## config.mk

```make
export PLATFORM = sky130hd
export DESIGN_NAME = irq_recog_unit
export DESIGN_NICKNAME = d
export VERILOG_FILES = /design/src/rtl/irq_pkg.sv /design/src/rtl/irq_nmi_qual.sv /design/src/rtl/irq_flags.sv /design/src/rtl/irq_prio.sv /design/src/rtl/irq_recog_unit.sv
export SDC_FILE = /design/constraint.sdc
export NUM_CORES = 1
export LEC_CHECK = 0
export BUFFER_PORTS_ARGS = -buffer_cell sky130_fd_sc_hd__buf_2
export CORE_AREA = 2 2 46 48
export DETAILED_ROUTE_END_ITERATION = 12
export DIE_AREA = 0 0 48 50
export GPL_TIMING_DRIVEN = 0
export PLACE_DENSITY = 0.7
export SLEW_MARGIN = 5
export SYNTH_ARGS = -nofsm -noshare
export SYNTH_HDL_FRONTEND = slang
export SYNTH_SLANG_ARGS = --single-unit
```

## constraint.sdc

```tcl
create_clock -name clk -period 1.1 [get_ports clk]
set_input_delay 0.055 -clock clk [delete_from_list [all_inputs] [get_ports clk]]
set_output_delay 0.055 -clock clk [all_outputs]
set_load 0.005 [all_outputs]
```

## src/rtl/irq_pkg.sv

```systemverilog
package irq_pkg;
  typedef enum logic [2:0] {
    SRC_NONE = 3'd0,
    SRC_DIV  = 3'd1,
    SRC_TRAP = 3'd2,
    SRC_NMI  = 3'd3,
    SRC_MASK = 3'd4
  } irq_src_e;

  typedef enum logic [1:0] {
    ST_IDLE = 2'd0,
    ST_ACK  = 2'd1
  } irq_state_e;

  localparam int unsigned VEC_DIV  = 0;
  localparam int unsigned VEC_TRAP = 1;
  localparam int unsigned VEC_NMI  = 2;
endpackage

```

## src/rtl/irq_nmi_qual.sv

```systemverilog
module irq_nmi_qual #(
  parameter int unsigned SYNC_STAGES = 2,
  parameter int unsigned MIN_CYC     = 2
) (
  input  logic clk,
  input  logic rst,
  input  logic nmi_async_i,
  input  logic clear_i,
  output logic pend_o
);
  localparam int unsigned CNT_W = (MIN_CYC < 2) ? 1 : $clog2(MIN_CYC);
  localparam logic [CNT_W-1:0] RUN_LAST = CNT_W'(MIN_CYC - 1);

  logic [SYNC_STAGES-1:0] sync_q;
  logic [CNT_W-1:0]       run_q;
  logic                   fired_q;
  logic                   pend_q;
  logic                   nmi_lvl;
  logic                   qualify;

  for (genvar g = 0; g < SYNC_STAGES; g++) begin : g_sync
    if (g == 0) begin : g_first
      always_ff @(posedge clk) begin
        if (rst) sync_q[0] <= 1'b0;
        else     sync_q[0] <= nmi_async_i;
      end
    end else begin : g_rest
      always_ff @(posedge clk) begin
        if (rst) sync_q[g] <= 1'b0;
        else     sync_q[g] <= sync_q[g-1];
      end
    end
  end

  assign nmi_lvl = sync_q[SYNC_STAGES-1];
  // one qualification per high stretch
  assign qualify = nmi_lvl && (run_q == RUN_LAST) && !fired_q;

  always_ff @(posedge clk) begin
    if (rst) begin
      run_q   <= '0;
      fired_q <= 1'b0;
    end else if (!nmi_lvl) begin
      run_q   <= '0;
      fired_q <= 1'b0;
    end else begin
      if (run_q < RUN_LAST) run_q <= run_q + 1'b1;
      if (qualify)          fired_q <= 1'b1;
    end
  end

  always_ff @(posedge clk) begin
    if (rst)          pend_q <= 1'b0;
    else if (qualify) pend_q <= 1'b1;
    else if (clear_i) pend_q <= 1'b0;
  end

  assign pend_o = pend_q;


  nmi_rise_seen_chk: assert property (@(posedge clk) disable iff (rst)
    $rose(pend_q) |-> $past(nmi_lvl));

  if (MIN_CYC >= 2) begin : g_width_chk

    nmi_width_chk: assert property (@(posedge clk) disable iff (rst)
      $rose(pend_q) |-> ($past(nmi_lvl) && $past(nmi_lvl, 2)));
  end


  nmi_clear_only_chk: assert property (@(posedge clk) disable iff (rst)
    $fell(pend_q) |-> $past(clear_i));
endmodule

```

## src/rtl/irq_flags.sv

```systemverilog
module irq_flags (
  input  logic clk,
  input  logic rst,
  input  logic ie_wr_i,
  input  logic ie_val_i,
  input  logic tf_wr_i,
  input  logic tf_val_i,
  input  logic entry_i,
  output logic ie_o,
  output logic tf_o
);
  logic ie_q;
  logic tf_q;

  always_ff @(posedge clk) begin
    if (rst) begin
      ie_q <= 1'b0;
      tf_q <= 1'b0;
    end else if (entry_i) begin
      ie_q <= 1'b0;
      tf_q <= 1'b0;
    end else begin
      if (ie_wr_i) ie_q <= ie_val_i;
      if (tf_wr_i) tf_q <= tf_val_i;
    end
  end

  assign ie_o = ie_q;
  assign tf_o = tf_q;


  entry_clears_flags_chk: assert property (@(posedge clk) disable iff (rst)
    entry_i |=> (!ie_q && !tf_q));
endmodule

```

## src/rtl/irq_prio.sv

```systemverilog
module irq_prio
  import irq_pkg::*;
#(
  parameter int unsigned TYPE_W = 8
) (
  input  logic              div_any_i,
  input  logic              tf_i,
  input  logic              nmi_pend_i,
  input  logic              mreq_i,
  input  logic              ie_i,
  output irq_src_e          sel_o,
  output logic [TYPE_W-1:0] fix_vec_o
);
  always_comb begin
    sel_o     = SRC_NONE;
    fix_vec_o = '0;
    if (div_any_i) begin
      sel_o     = SRC_DIV;
      fix_vec_o = TYPE_W'(VEC_DIV);
    end else if (tf_i) begin
      sel_o     = SRC_TRAP;
      fix_vec_o = TYPE_W'(VEC_TRAP);
    end else if (nmi_pend_i) begin
      sel_o     = SRC_NMI;
      fix_vec_o = TYPE_W'(VEC_NMI);
    end else if (mreq_i && ie_i) begin
      sel_o     = SRC_MASK;
    end
  end
endmodule

```

## src/rtl/irq_recog_unit.sv

```systemverilog
module irq_recog_unit
  import irq_pkg::*;
#(
  parameter int unsigned NMI_SYNC_STAGES = 2,
  parameter int unsigned NMI_MIN_CYC     = 2,
  parameter int unsigned TYPE_W          = 8
) (
  input  logic              clk,
  input  logic              rst,
  input  logic              nmi_async_i,
  input  logic              mreq_i,
  input  logic              ie_wr_i,
  input  logic              ie_val_i,
  input  logic              tf_wr_i,
  input  logic              tf_val_i,
  input  logic              div_err_i,
  input  logic              boundary_i,
  input  logic [TYPE_W-1:0] type_i,
  output logic              take_o,
  output logic [TYPE_W-1:0] vec_o,
  output logic              ack_o,
  output logic              ie_o,
  output logic              tf_o
);
  irq_state_e        st_q;
  irq_src_e          sel;
  logic [TYPE_W-1:0] fix_vec;
  logic              div_pend_q;
  logic              div_any;
  logic              nmi_pend;
  logic              accept;
  logic              nmi_clear;

  assign div_any   = div_pend_q || div_err_i;
  assign accept    = (st_q == ST_IDLE) && boundary_i && (sel != SRC_NONE);
  assign nmi_clear = accept && (sel == SRC_NMI);

  irq_nmi_qual #(
    .SYNC_STAGES (NMI_SYNC_STAGES),
    .MIN_CYC     (NMI_MIN_CYC)
  ) u_nmi_qual (
    .clk         (clk),
    .rst         (rst),
    .nmi_async_i (nmi_async_i),
    .clear_i     (nmi_clear),
    .pend_o      (nmi_pend)
  );

  irq_flags u_flags (
    .clk      (clk),
    .rst      (rst),
    .ie_wr_i  (ie_wr_i),
    .ie_val_i (ie_val_i),
    .tf_wr_i  (tf_wr_i),
    .tf_val_i (tf_val_i),
    .entry_i  (accept),
    .ie_o     (ie_o),
    .tf_o     (tf_o)
  );

  irq_prio #(
    .TYPE_W (TYPE_W)
  ) u_prio (
    .div_any_i  (div_any),
    .tf_i       (tf_o),
    .nmi_pend_i (nmi_pend),
    .mreq_i     (mreq_i),
    .ie_i       (ie_o),
    .sel_o      (sel),
    .fix_vec_o  (fix_vec)
  );

  // divide error stays pending until an entry chooses it
  always_ff @(posedge clk) begin
    if (rst)                           div_pend_q <= 1'b0;
    else if (accept && sel == SRC_DIV) div_pend_q <= 1'b0;
    else if (div_err_i)                div_pend_q <= 1'b1;
  end

  always_ff @(posedge clk) begin
    if (rst) begin
      st_q   <= ST_IDLE;
      take_o <= 1'b0;
      ack_o  <= 1'b0;
      vec_o  <= '0;
    end else begin
      take_o <= 1'b0;
      ack_o  <= 1'b0;
      case (st_q)
        ST_IDLE: begin
          if (accept) begin
            if (sel == SRC_MASK) begin
              ack_o <= 1'b1;
              st_q  <= ST_ACK;
            end else begin
              take_o <= 1'b1;
              vec_o  <= fix_vec;
            end
          end
        end
        ST_ACK: begin
          take_o <= 1'b1;
          vec_o  <= type_i;
          st_q   <= ST_IDLE;
        end
        default: st_q <= ST_IDLE;
      endcase
    end
  end


  reset_quiet_chk: assert property (@(posedge clk)
    rst |=> (!take_o && !ack_o && !ie_o && !tf_o));


  ack_then_take_chk: assert property (@(posedge clk) disable iff (rst)
    ack_o |=> (take_o && !ack_o && vec_o == $past(type_i)));


  div_wins_chk: assert property (@(posedge clk) disable iff (rst)
    (st_q == ST_IDLE && boundary_i && div_any) |=>
      (take_o && !ack_o && vec_o == TYPE_W'(VEC_DIV)));


  nmi_unmasked_chk: assert property (@(posedge clk) disable iff (rst)
    (st_q == ST_IDLE && boundary_i && nmi_pend && !div_any && !tf_o) |=>
      (take_o && vec_o == TYPE_W'(VEC_NMI)));


  mask_gated_chk: assert property (@(posedge clk) disable iff (rst)
    (st_q == ST_IDLE && boundary_i && !ie_o && !div_any && !tf_o && !nmi_pend) |=>
      (!take_o && !ack_o));


  ack_ignores_boundary_chk: assert property (@(posedge clk) disable iff (rst)
    (ack_o && boundary_i) |=> !ack_o);
endmodule

```

==> results of run 1 <==
==> synth_stat cells, drive strengths merged (2+ instances only) <==
| master | n |
|---|---|
| mux2i | 2 |
| inv | 7 |
| o41ai | 6 |
| nor2 | 7 |
| nand2 | 6 |
| nor2b | 5 |
| nor3 | 2 |
| nand3 | 3 |
| a21oi | 3 |
| dfxtp | 19 |
==> per-stage QoR <==
step / area [um^2] / setup TNS [ns] / setup slack [ns] / utilization / power [mW]
floorplan: 753.2 / 0 / 0.03290 / - / 0.7834
global placement: 932.1 / -0.4873 / -0.08994 / 0.4901 / 0.8376
detailed placement: 932.1 / -0.8223 / -0.1477 / 0.4901 / 0.8416
CTS: 1074 / -0.2021 / -0.05413 / 0.5645 / 1.239
global route: 1114 / -0.6444 / -0.09389 / 0.5855 / 1.283
finish: 1114 / -0.1228 / -0.04169 / 0.5855 / 1.233
==> timing repair <==
| action | CTS | global route |
|---|---|---|
| endpoints found under the hold margin | 9 | 0 |
| pin swaps | 4 | 2 |
| hold buffers | 8 | 0 |
| gates resized for setup | 8 | 8 |
| buffers inserted | 1 | 0 |
| setup endpoints to repair | 12 | 13 |
==> how the worst max path moves through the flow <==
stage / start / to / slack [ns] / depth (start not counted)
detailed placement: st_q[0] / vec_o[3] / -0.15 / 4
global route: u_flags.tf_o / vec_o[7] / -0.09 / 3
CTS: u_nmi_qual.pend_o / vec_o[3] / -0.05 / 3
global placement: st_q[0] / vec_o[3] / -0.09 / 4
floorplan: div_pend_q / vec_o[1] / 0.03 / 2
finish: div_pend_q / vec_o[1] / -0.04 / 2
==> metal layers <==
layer	global-route usage	up-vias
met5	0	-
met1	0.1905	311
met3	0.08059	2
met4	0.03604	0
met2	0.3111	27
li1	-	352
==> sequential cells by signal (all words and copies together) (netlist names) <==
name and flops:
vec_o 8, ack_o 1, div_pend_q 1, st_q 1, take_o 1, u_flags.ie_o 1
u_flags.tf_o 1, u_nmi_qual.fired_q 1, u_nmi_qual.nmi_lvl 1, u_nmi_qual.pend_o 1, u_nmi_qual.run_q 1, u_nmi_qual.sync_q 1
==> power by group <==
group / internal [mW] / switching (mW)
Clock: 0.139 / 0.228
Combinational: 0.0774 / 0.0743
Sequential: 0.701 / 0.0140
==> worst max-delay path, delay by kind of cell, from the launching register on <==
| family | cells | cell delay [ns] |
|---|---|---|
| AO/OA/AOI/OAI | 1 | 0.29 |
| flip-flops | 1 | 0.38 |
| AND/OR/NAND/NOR | 1 | 0.40 |
==> kinds of logic (layout without fill, tap and decap cells) <==
kind of cell           count (synthesis)  in the layout  share of synthesized area
AOI/OAI and AO/OA                     16             16                     0.2163
buffers and inverters                  9             51                    0.04658
DFF                                   19             19                     0.5058
muxes                                  2              2                    0.02662
and+or+nand+nor                       28             28                     0.2047
==> cell type report <==
cell class | instances | area, um^2
fillers | 168 | 788.3
flip-flops and latches | 19 | 390.4
multi-input cells | 46 | 385.4
repair buffers | 38 | 232.7
well taps | 27 | 33.78
inverters | 7 | 26.28
clock buffers | 3 | 22.52
plain buffers | 2 | 15.01
clock inverters | 1 | 7.507
==> impl_summary.txt, run 1 <==
----------------------------------------------------
[Power]
  Pwr dens ... 1107 mW/mm^2
  Max VDD drop ... 1028 uV
  Static leakage power ... 0.4721 nW

[Route]
  Total routed wirelength ... 1867 um
  Vias per cell ... 4.839
  Routed length on met3 ... 125 um
  Detailed Routing Iterations Pass 1 ... 4
  Total routed wire length on the met1 layer ... 723 um
  Highest signal layer in the routed design ... met4
  DRC violation count after routing ... 0
  Total vias in the final route ... about 690
  Count of antenna-violating nets left after detailed routing ... 0
  Iter 0 DRT Violations ... 9
  Wire length per cell after detailed routing ... 13.06 um
  Detail Route met2 WL ... 1008 um

[Logic synthesis]
  Number of unique standard cell types used by synthesis ... 26
  Nets in the synthesized netlist ... 92
  Portion of the post-synthesis area used by sequential elements ... 0.5058
  Synth async-reset ratio ... 0
  Yosys warns ... 0
  Post-synthesis area per instance ... 10.16 um^2
  Synth top area cells ... sky130_fd_sc_hd__dfxtp_1, sky130_fd_sc_hd__o41ai_2, sky130_fd_sc_hd__nor2b_1
  #FFs+latches synth ... 19
  Number of flops mapped to enable cells by yosys ... 0
  Netlist area before placement ... 752.0 um^2
  Most used DFF post-synth ... sky130_fd_sc_hd__dfxtp_1
  Post-synth top area share ... 0.5058
  Post-Syn Instances ... 74
  Cell type contributing the most total cell area after synthesis ... sky130_fd_sc_hd__dfxtp_1

[Floorplanning]
  Placement row count ... 16
  I/O pin total ... 30
  Die extent in x ... 48 um
  Starting utilization of the core area ... 0.3954
  Die footprint ... approximately 0.0024 mm^2
  Area of the core ... 0.001902 mm^2
  Chip height ... 50 um

[Global route]
  Total global-route track usage ... 0.1787
  Antenna violations before repair ... 0
  Residual overflow from global routing ... 0
  Wire length of the first global-routing pass ... a little under 3000 um
  Vias in the first global route ... 711
  Maximum number of pins on one net before global-route repair ... 13

[Critical path]
  R2R cell count ... 2
  Crit path max fanout ... 4
  Cell chain of the critical path ... or3_4, a2111oi_4
  Critical Path Source Type ... flop
  Arrival time worst endpoint ... 1.36 ns
  Largest incremental delay on the critical path ... 0.40 ns
  End of the worst register-to-register path ... vec_o[1]
  Critical-path top delay cell ... sky130_fd_sc_hd__or3_4
  Endpoint class of the critical path ... flop
  Setup slack, reg-to-reg ... -0.04 ns
  Required time of the critical path ... roughly 1.3 ns
  Type of the setup path with the least slack ... flop to flop
  Start of the worst register-to-register path ... div_pend_q

[Timing]
  Final setup violation count ... 5
  FMAX ... 0.8759 GHz
  Tightest slew margin relative to the limit ... 0.6417
  Unrepaired setup endpoints after global routing ... true
  Final hold vios ... 0
  Final setup slack of the worst path ... -0.04169 ns
  Final worst clock skew ... 0.01259 ns
  Time the worst path needs with I/O delays and setup ... 1.142 ns
  Hold slack ... between 0.015 and 0.02 ns
  Worst Max-Slew Pin Slew ... 0.5375 ns
  Final number of max-transition violations ... 0
  Final critical-path share of the clock period ... 1.038

[Layout]
  Final cell count without fillers ... 143
  Antenna Cells ... 0
  Commonest cells after routing, fill and taps aside ... sky130_fd_sc_hd__buf_2, sky130_fd_sc_hd__dfxtp_1, sky130_fd_sc_hd__dlygate4sd3_1
  Area Growth Syn to Fin ... 48.09%
  Net count, final ... 135
  Most frequent standard cell in the layout excluding fill and tap cells ... sky130_fd_sc_hd__buf_2
  Fraction of layout cells with a size suffix above 1 ... 0.4397

[Status]
  Violated checks ... setup timing
  Result of the run ... complete, but fails checks

[CTS]
  Clock-pin slew reported for the worst setup and hold paths after clock tree synthesis ... 0.12 ns
  Number of buffers added by the clock tree synthesis step ... 3
  Clock insertion delay at the later pin of the skew report ... 0.31 ns
  CTS H-tree depth ... 1
  CTS sink cnt ... 19
  CTS tree ... built
  Maximum number of buffers from clock root to sink ... 2
  Clock tree root driver cell ... sky130_fd_sc_hd__clkbuf_4

[Placement]
  DPL Wire Length ... about 1200 um
  Count of input and output buffers ... 29
  Post-Place Cells ... 130
  Gp weighted congestion ... ~0.8

[Run]
  Reported max-cap violation count ... 0

[Min path]
  Worst hold path depth ... 3
  Worst hold endpoint ... u_flags.tf_o
  Worst hold path class ... input port to flop
  Hold path startpoint ... tf_wr_i

----------------------------------------------------
Note: power is estimated with default switching activity, not from simulation.
==> run 2, diff against run 1 <==
Settings changed: TNS_END_PERCENT set to 5.
==> run 2 against run 1 <==
Net effect: the run still ends with setup timing left; maximum frequency grew 0.74%; via count shrank 2.3%; critical path depth unchanged; flip-flop and latch count stayed put; global-route usage shrank 0.42 points; hold slack worse by 0.010 ns; count of clock-buffer cells in the layout is the same; non-clock buffer count did not move; largest cell class is now multi-input gates.
==> impl_summary.txt, run 2 (synthesis results as in run 1) <==
----------------------------------------------------
[Timing]
  Tightest slew margin relative to the limit ... 0.6424 (+0.0006830)
  Final critical-path share of the clock period ... 1.030 (-0.007615)
  Hold slack ... 0.004953 ns (-0.01015 ns)
  Final worst clock skew ... 0.01143 ns (-0.001163 ns)
  Time the worst path needs with I/O delays and setup ... 1.133 ns (-0.008376 ns)
  FMAX ... 0.8824 GHz (+0.74%)
  Unrepaired setup endpoints after global routing ... true
  Final setup slack of the worst path ... -0.03332 ns (+0.008376 ns)
  Worst Max-Slew Pin Slew ... 0.5365 ns (-0.001025 ns)
  Final hold vios ... 0 (unchanged)
  Final setup violation count ... 3 (-2)
  Final number of max-transition violations ... 0 (unchanged)

[Global route]
  Residual overflow from global routing ... 0 (unchanged)
  Total global-route track usage ... 0.1745 (-0.004222)
  Vias in the first global route ... 693 (-2.5%)
  Wire length of the first global-routing pass ... 2891 um (-2.6%)
  Maximum number of pins on one net before global-route repair ... 13 (unchanged)
  Antenna violations before repair ... 0 (unchanged)

[Floorplanning]
  Chip height ... 50 um (unchanged)
  Die extent in x ... 48 um (unchanged)
  I/O pin total ... 30 (unchanged)
  Starting utilization of the core area ... 0.3954 (unchanged)
  Placement row count ... 16 (unchanged)
  Area of the core ... 0.001902 mm^2 (unchanged)
  Die footprint ... 0.002400 mm^2 (unchanged)

[Status]
  Violated checks ... setup timing
  Result of the run ... complete, but fails checks

[CTS]
  Clock tree root driver cell ... sky130_fd_sc_hd__clkbuf_4
  Setup Fix Bufs, Post-CTS ... 0 (-1)
  Clock insertion delay at the later pin of the skew report ... 0.31 ns (about the same)
  CTS sink cnt ... 19 (unchanged)
  Clock-pin slew reported for the worst setup and hold paths after clock tree synthesis ... 0.12 ns (about the same)
  Number of buffers added by the clock tree synthesis step ... 3 (unchanged)
  CTS H-tree depth ... 1 (unchanged)
  CTS tree ... built
  Maximum number of buffers from clock root to sink ... 2 (unchanged)

[Route]
  Wire length per cell after detailed routing ... 12.55 um (-3.9%)
  DRC violation count after routing ... 0 (unchanged)
  Total routed wirelength ... 1794 um (-3.9%)
  Vias per cell ... 4.727 (-2.3%)
  Count of antenna-violating nets left after detailed routing ... 0 (unchanged)
  Iter 0 DRT Violations ... 6 (-3)
  Total vias in the final route ... 676 (-2.3%)
  Detailed Routing Iterations Pass 1 ... 4 (unchanged)

[Power]
  Static leakage power ... 0.4708 nW (-0.29%)
  Max VDD drop ... 1030 uV (+0.24%)
  Pwr dens ... 1112 mW/mm^2 (+0.48%)

[Placement]
  Gp weighted congestion ... 0.7967 (unchanged)
  DPL Wire Length ... 1220 um (unchanged)
  Count of input and output buffers ... 29 (unchanged)

[Critical path]
  Start of the worst register-to-register path ... div_pend_q
  Crit path max fanout ... 4 (unchanged)
  Stages on the worst setup path ... 2 (unchanged)
  Setup slack, reg-to-reg ... -0.03 ns (about the same)
  Sum of buffers and inverters on the critical path ... 0 (unchanged)
  Largest incremental delay on the critical path ... 0.41 ns (about the same)
  Arrival time worst endpoint ... 1.36 ns (about the same)
  End of the worst register-to-register path ... vec_o[1]
  Required time of the critical path ... 1.32 ns (about the same)
  Critical Path Source Type ... flop
  Cell chain of the critical path ... or3_4, a2111oi_4
  Endpoint class of the critical path ... flop
  Startpoint of the worst setup timing path ... div_pend_q
  Worst Setup EP ... vec_o[1]
  Cell type group with the largest total delay on the critical path ... simple AND/OR/NAND/NOR gates
  R2R cell count ... 2 (unchanged)
  Type of the setup path with the least slack ... flop to flop
  Critical-path top delay cell ... sky130_fd_sc_hd__or3_4

[Layout]
  Core utilization of the finished layout ... 0.5862 (+0.0006580)
  Largest register by flop count ... vec_o
  Most frequent standard cell in the layout excluding fill and tap cells ... sky130_fd_sc_hd__buf_2
  Fraction of layout cells with a size suffix above 1 ... 0.4397 (unchanged)
  Fill cells ... 168 (unchanged)
  Area Growth Syn to Fin ... 48.25%
  Commonest cells after routing, fill and taps aside ... sky130_fd_sc_hd__buf_2, sky130_fd_sc_hd__dfxtp_1, sky130_fd_sc_hd__dlygate4sd3_1
  Net count, final ... 135 (unchanged)
  Antenna Cells ... 0 (unchanged)
  Multi-input combinational cell area ... 389.1 um^2 (+0.97%)
  Number of flip-flops under the largest register name ... 8 (unchanged)
  Area occupied by registers ... 385.4 um^2 (-1.3%)

[Min path]
  Worst hold path class ... input port to flop

[Run]
  Reported max-cap violation count ... 0 (unchanged)

----------------------------------------------------
## run 2: cell types whose count changed in the layout (fill, tap and decap cells not counted)
cell                            change
sky130_fd_sc_hd__o21ai_1            -1
sky130_fd_sc_hd__dlygate4sd3_1      +1
sky130_fd_sc_hd__dfxtp_4            -2
sky130_fd_sc_hd__buf_4              -1
sky130_fd_sc_hd__o21ai_2            +1
sky130_fd_sc_hd__dfxtp_2            +2
## run 2: worst min path at each step
stage | end | cells after the start | start
2_1_floorplan | vec_o[1] | 1 | rst
3_3_place_gp | vec_o[7] | 3 | type_i[7]
3_5_place_dp | vec_o[7] | 3 | type_i[7]
4_1_cts | vec_o[1] | 2 | rst
5_1_grt | u_flags.ie_o | 3 | ie_val_i
6_report | u_flags.ie_o | 3 | ie_val_i
## run 2: metrics by stage
stage	instance area (um^2)	setup slack, ns	instances	total power [mW]	TNS, ns
3_3_place_gp	932.1	-0.08994	130	0.8376	-0.4873
5_1_grt	1115	-0.08483	143	1.286	-0.5684
6_report	1115	-0.03332	143	1.240	-0.08032
2_1_floorplan	753.2	0.03290	74	0.7834	0
3_5_place_dp	932.1	-0.1477	130	0.8416	-0.8223
4_1_cts	1074	-0.04554	143	1.243	-0.1947
## run 2: what timing repair did
| action | CTS | global route |
|---|---|---|
| gates resized for setup | 6 | 9 |
| endpoints found under the setup margin | 12 | 13 |
| endpoints found under the hold margin | 9 | 0 |
| hold buffers | 9 | 0 |
| pin swaps | 1 | 1 |
| gates cloned | 0 | 0 |
## run 2: power by group
| group | switching, mW | internal, mW |
|---|---|---|
| logic | 0.0744 | 0.0794 |
| registers | 0.0140 | 0.704 |
| clock network | 0.230 | 0.139 |
| total | 0.318 | 0.922 |
## run 2: worst reg2reg max path, stage by stage (launching register included)
cell                        delay, ns
sky130_fd_sc_hd__dfxtp_2         0.37
sky130_fd_sc_hd__or3_4           0.41
sky130_fd_sc_hd__a2111oi_4       0.28
## run 2: layer usage
metal  vias up  track usage  share of wire
met5         -            0              0
met4         0      0.02703         0.0056
met3         2      0.07692          0.068
met2        26       0.3044           0.52
met1       297       0.1905           0.40
li1        351            -              -
## run 2: cell type report
class | instances | area share
Buffer | 2 | 0.01347
Clock buffer | 3 | 0.02020
Clock inverter | 1 | 0.006734
Inverter | 7 | 0.02357
Multi-Input combinational cell | 46 | 0.3490
Sequential cell | 19 | 0.3457
Tap cell | 27 | 0.03030
Timing Repair Buffer | 38 | 0.2110
==> run 3, diff against run 2 <==
Settings changed: BUFFER_PORTS_ARGS -buffer_cell sky130_fd_sc_hd__buf_2 to not set, CORE_AREA 2 2 46 48 to 2 2 42 44, DIE_AREA 0 0 48 50 to 0 0 44 46, DONT_BUFFER_PORTS set to 1, PLACE_DENSITY 0.7 to 0.65.
==> run 3 against run 2 <==
Net effect: the flow finishes with violations (hold timing, setup timing); power down 4.0%; maximum frequency down 0.93%; global-route usage down 0.98 points; non-clock buffer count down 22; critical path type unchanged; largest power group unchanged.
==> impl_summary.txt, run 3 (synthesis results as in run 1) <==
----------------------------------------------------
[CTS]
  Number of buffers added by the clock tree synthesis step ... 3 (unchanged)
  CTS tree ... built
  CTS sink cnt ... 19 (unchanged)
  CTS H-tree depth ... 1 (unchanged)
  Number of buffers added to fix hold violations after cts ... 16 (+7)
  Clock insertion delay at the later pin of the skew report ... 0.30 ns (about the same)
  Maximum number of buffers from clock root to sink ... 2 (unchanged)
  Clock-pin slew reported for the worst setup and hold paths after clock tree synthesis ... 0.10 ns (-0.02 ns)
  Clock tree root driver cell ... sky130_fd_sc_hd__clkbuf_4
  Setup Fix Bufs, Post-CTS ... 0 (unchanged)

[Critical path]
  Largest incremental delay on the critical path ... 0.40 ns (about the same)
  Critical Path Source Type ... flop
  Setup slack, reg-to-reg ... -0.04 ns (about the same)
  Type of the setup path with the least slack ... flop to flop
  Crit path max fanout ... 4 (unchanged)
  Required time of the critical path ... 1.30 ns (-0.02 ns)
  R2R cell count ... 2 (unchanged)
  Worst Setup EP ... vec_o[1]
  Arrival time worst endpoint ... 1.34 ns (-0.02 ns)
  Stages on the worst setup path ... 2 (unchanged)
  Start of the worst register-to-register path ... div_pend_q
  Cell chain of the critical path ... or3_4, a2111oi_2
  Critical-path top delay cell ... sky130_fd_sc_hd__or3_4
  Startpoint of the worst setup timing path ... div_pend_q
  Sum of buffers and inverters on the critical path ... 0 (unchanged)
  Cell type group with the largest total delay on the critical path ... simple AND/OR/NAND/NOR gates
  End of the worst register-to-register path ... vec_o[1]
  Endpoint class of the critical path ... flop

[Global route]
  Residual overflow from global routing ... 0 (unchanged)
  Total global-route track usage ... 0.1647 (-0.009790)
  Wire length of the first global-routing pass ... 2380 um (-18%)
  Global-route met1 utilization ... 0.1731 (-0.01740)
  Maximum number of pins on one net before global-route repair ... 11 (-2)
  Most used routing layer in global routing ... met2
  Fraction of met2 tracks used by global routing ... 0.2912 (-0.01327)
  Antenna violations before repair ... 0 (unchanged)
  Global routing usage on met3 ... 0.03968 (-0.03724)
  Vias in the first global route ... 582 (-16%)

[Floorplanning]
  Starting utilization of the core area ... 0.4659 (+0.07050)
  Chip height ... 46 um (-8.0%)
  I/O pin total ... 30 (unchanged)
  Area of the core ... 0.001614 mm^2 (-15%)
  Die footprint ... 0.002024 mm^2 (-16%)
  Placement row count ... 15 (-1)
  Die extent in x ... 44 um (-8.3%)

[Layout]
  Final cell count without fillers ... 111 (-22%)
  Area Growth Syn to Fin ... 32.78%
  Commonest cells after routing, fill and taps aside ... sky130_fd_sc_hd__dfxtp_1, sky130_fd_sc_hd__dlygate4sd3_1, sky130_fd_sc_hd__inv_1
  Largest register by flop count ... vec_o
  Most frequent standard cell in the layout excluding fill and tap cells ... sky130_fd_sc_hd__dfxtp_1
  Net count, final ... 113 (-16%)
  Core utilization of the finished layout ... 0.6186 (+0.03242)
  Number of flip-flops under the largest register name ... 8 (unchanged)
  Antenna Cells ... 0 (unchanged)
  Fraction of layout cells with a size suffix above 1 ... 0.1915 (-0.2482)

[Timing]
  Final worst clock skew ... 0.003805 ns (-0.007621 ns)
  Final critical-path share of the clock period ... 1.040 (+0.009709)
  Worst Max-Slew Pin Slew ... 0.5165 ns (-0.01992 ns)
  Final setup violation count ... 4 (+1)
  Unrepaired setup endpoints after global routing ... true
  Final hold vios ... 6 (+6)
  Hold slack ... -0.1057 ns (-0.1107 ns)
  Final setup slack of the worst path ... -0.04400 ns (-0.01068 ns)
  Setup_tns ... -0.04969 ns (+0.03063 ns)
  Final number of max-transition violations ... 0 (unchanged)
  FMAX ... 0.8741 GHz (-0.93%)
  Time the worst path needs with I/O delays and setup ... 1.144 ns (+0.01068 ns)
  Tightest slew margin relative to the limit ... 0.6556 (+0.01328)

[Power]
  Power dissipated by switching net loads ... 0.2768 mW (-13%)
  Sw Share ... 0.2326 (-0.02374)
  Sequential group share of total power ... 0.603 (+0.024)
  Combinational share of power ... 0.104 (-0.020)
  Pwr dens ... 1192 mW/mm^2 (+7.1%)
  Clock power share ... 0.293 (-0.004)
  Final Total Pwr ... 1.190 mW (-4.0%)
  Static leakage power ... 0.3640 nW (-23%)
  Max VDD drop ... 798.3 uV (-23%)
  Internal Dissipation ... 0.9132 mW (-0.97%)

[Route]
  Total vias in the final route ... 598 (-12%)
  Iter 0 DRT Violations ... 10 (+4)
  Detailed Routing Iterations Pass 1 ... 4 (unchanged)
  Count of antenna-violating nets left after detailed routing ... 0 (unchanged)
  DRC violation count after routing ... 0 (unchanged)
  Total routed wirelength ... 1497 um (-17%)
  Vias per cell ... 5.387 (+14%)
  Wire length per cell after detailed routing ... 13.49 um (+7.5%)

[Min path]
  Hold path startpoint ... div_err_i
  Worst hold path class ... input port to flop

[Placement]
  DPL Wire Length ... 1012 um (-17%)
  Gp weighted congestion ... 0.8289 (+4.0%)
  Count of input and output buffers ... 0 (-100%)
  Post-Place Cells ... 91 (-30%)

[Status]
  Violated checks ... hold timing, setup timing
  Result of the run ... complete, but fails checks

[Run]
  Reported max-cap violation count ... 0 (unchanged)

----------------------------------------------------
## run 3: changes by cell type in the layout (fill, tap and decap cells not counted), sizes merged
cell / before / now
buf: 30 / 0
clkbuf: 4 / 6
clkinvlp: 1 / 0
dlygate4sd3: 9 / 16
## run 3: layer usage
layer	wire length [um]	part of all wire
met5	0	0
met4	26	0.017
met3	91	0.061
met2	719	0.48
met1	659	0.44
## run 3: area by class of cell
cell class	count	area (um^2)
sequential	19	385.4
timing repair buffer	16	160.2
multi-input combinational	46	367.9
clock buffer	4	26.28
tap	17	21.27
fill	132	615.6
inverter	7	26.28
buffer	2	11.26
## run 3: timing repair
action | 4_1_cts | 5_1_grt
endpoints found under the setup margin | 9 | 13
pin swaps | 1 | 1
gates resized for setup | 5 | 5
hold endpoints to repair | 17 | 6
## run 3: stage by stage
step                      instance area, um^2  setup slack, ns
final                                   998.5         -0.04400
after floorplan                         753.2          0.03290
after CTS                               983.4         -0.04298
after detailed placement                774.5          -0.1332
after global routing                    998.5         -0.09316
after global placement                  774.5          -0.1071
## run 3: how the worst min path moves through the flow
stage | end | cells after the start
6_report | div_pend_q | 2
2_1_floorplan | vec_o[1] | 1
4_1_cts | div_pend_q | 2
5_1_grt | div_pend_q | 2
3_5_place_dp | vec_o[1] | 1
3_3_place_gp | vec_o[1] | 1
## run 3: power groups by stage
stage	sequential [mW]	combinational (mW)	clock [mW]
finish	0.717	0.124	0.349
global route	0.721	0.135	0.387
CTS	0.718	0.121	0.358
detailed placement	0.732	0.0635	0
global placement	0.731	0.0640	0
floorplan	0.729	0.0544	0
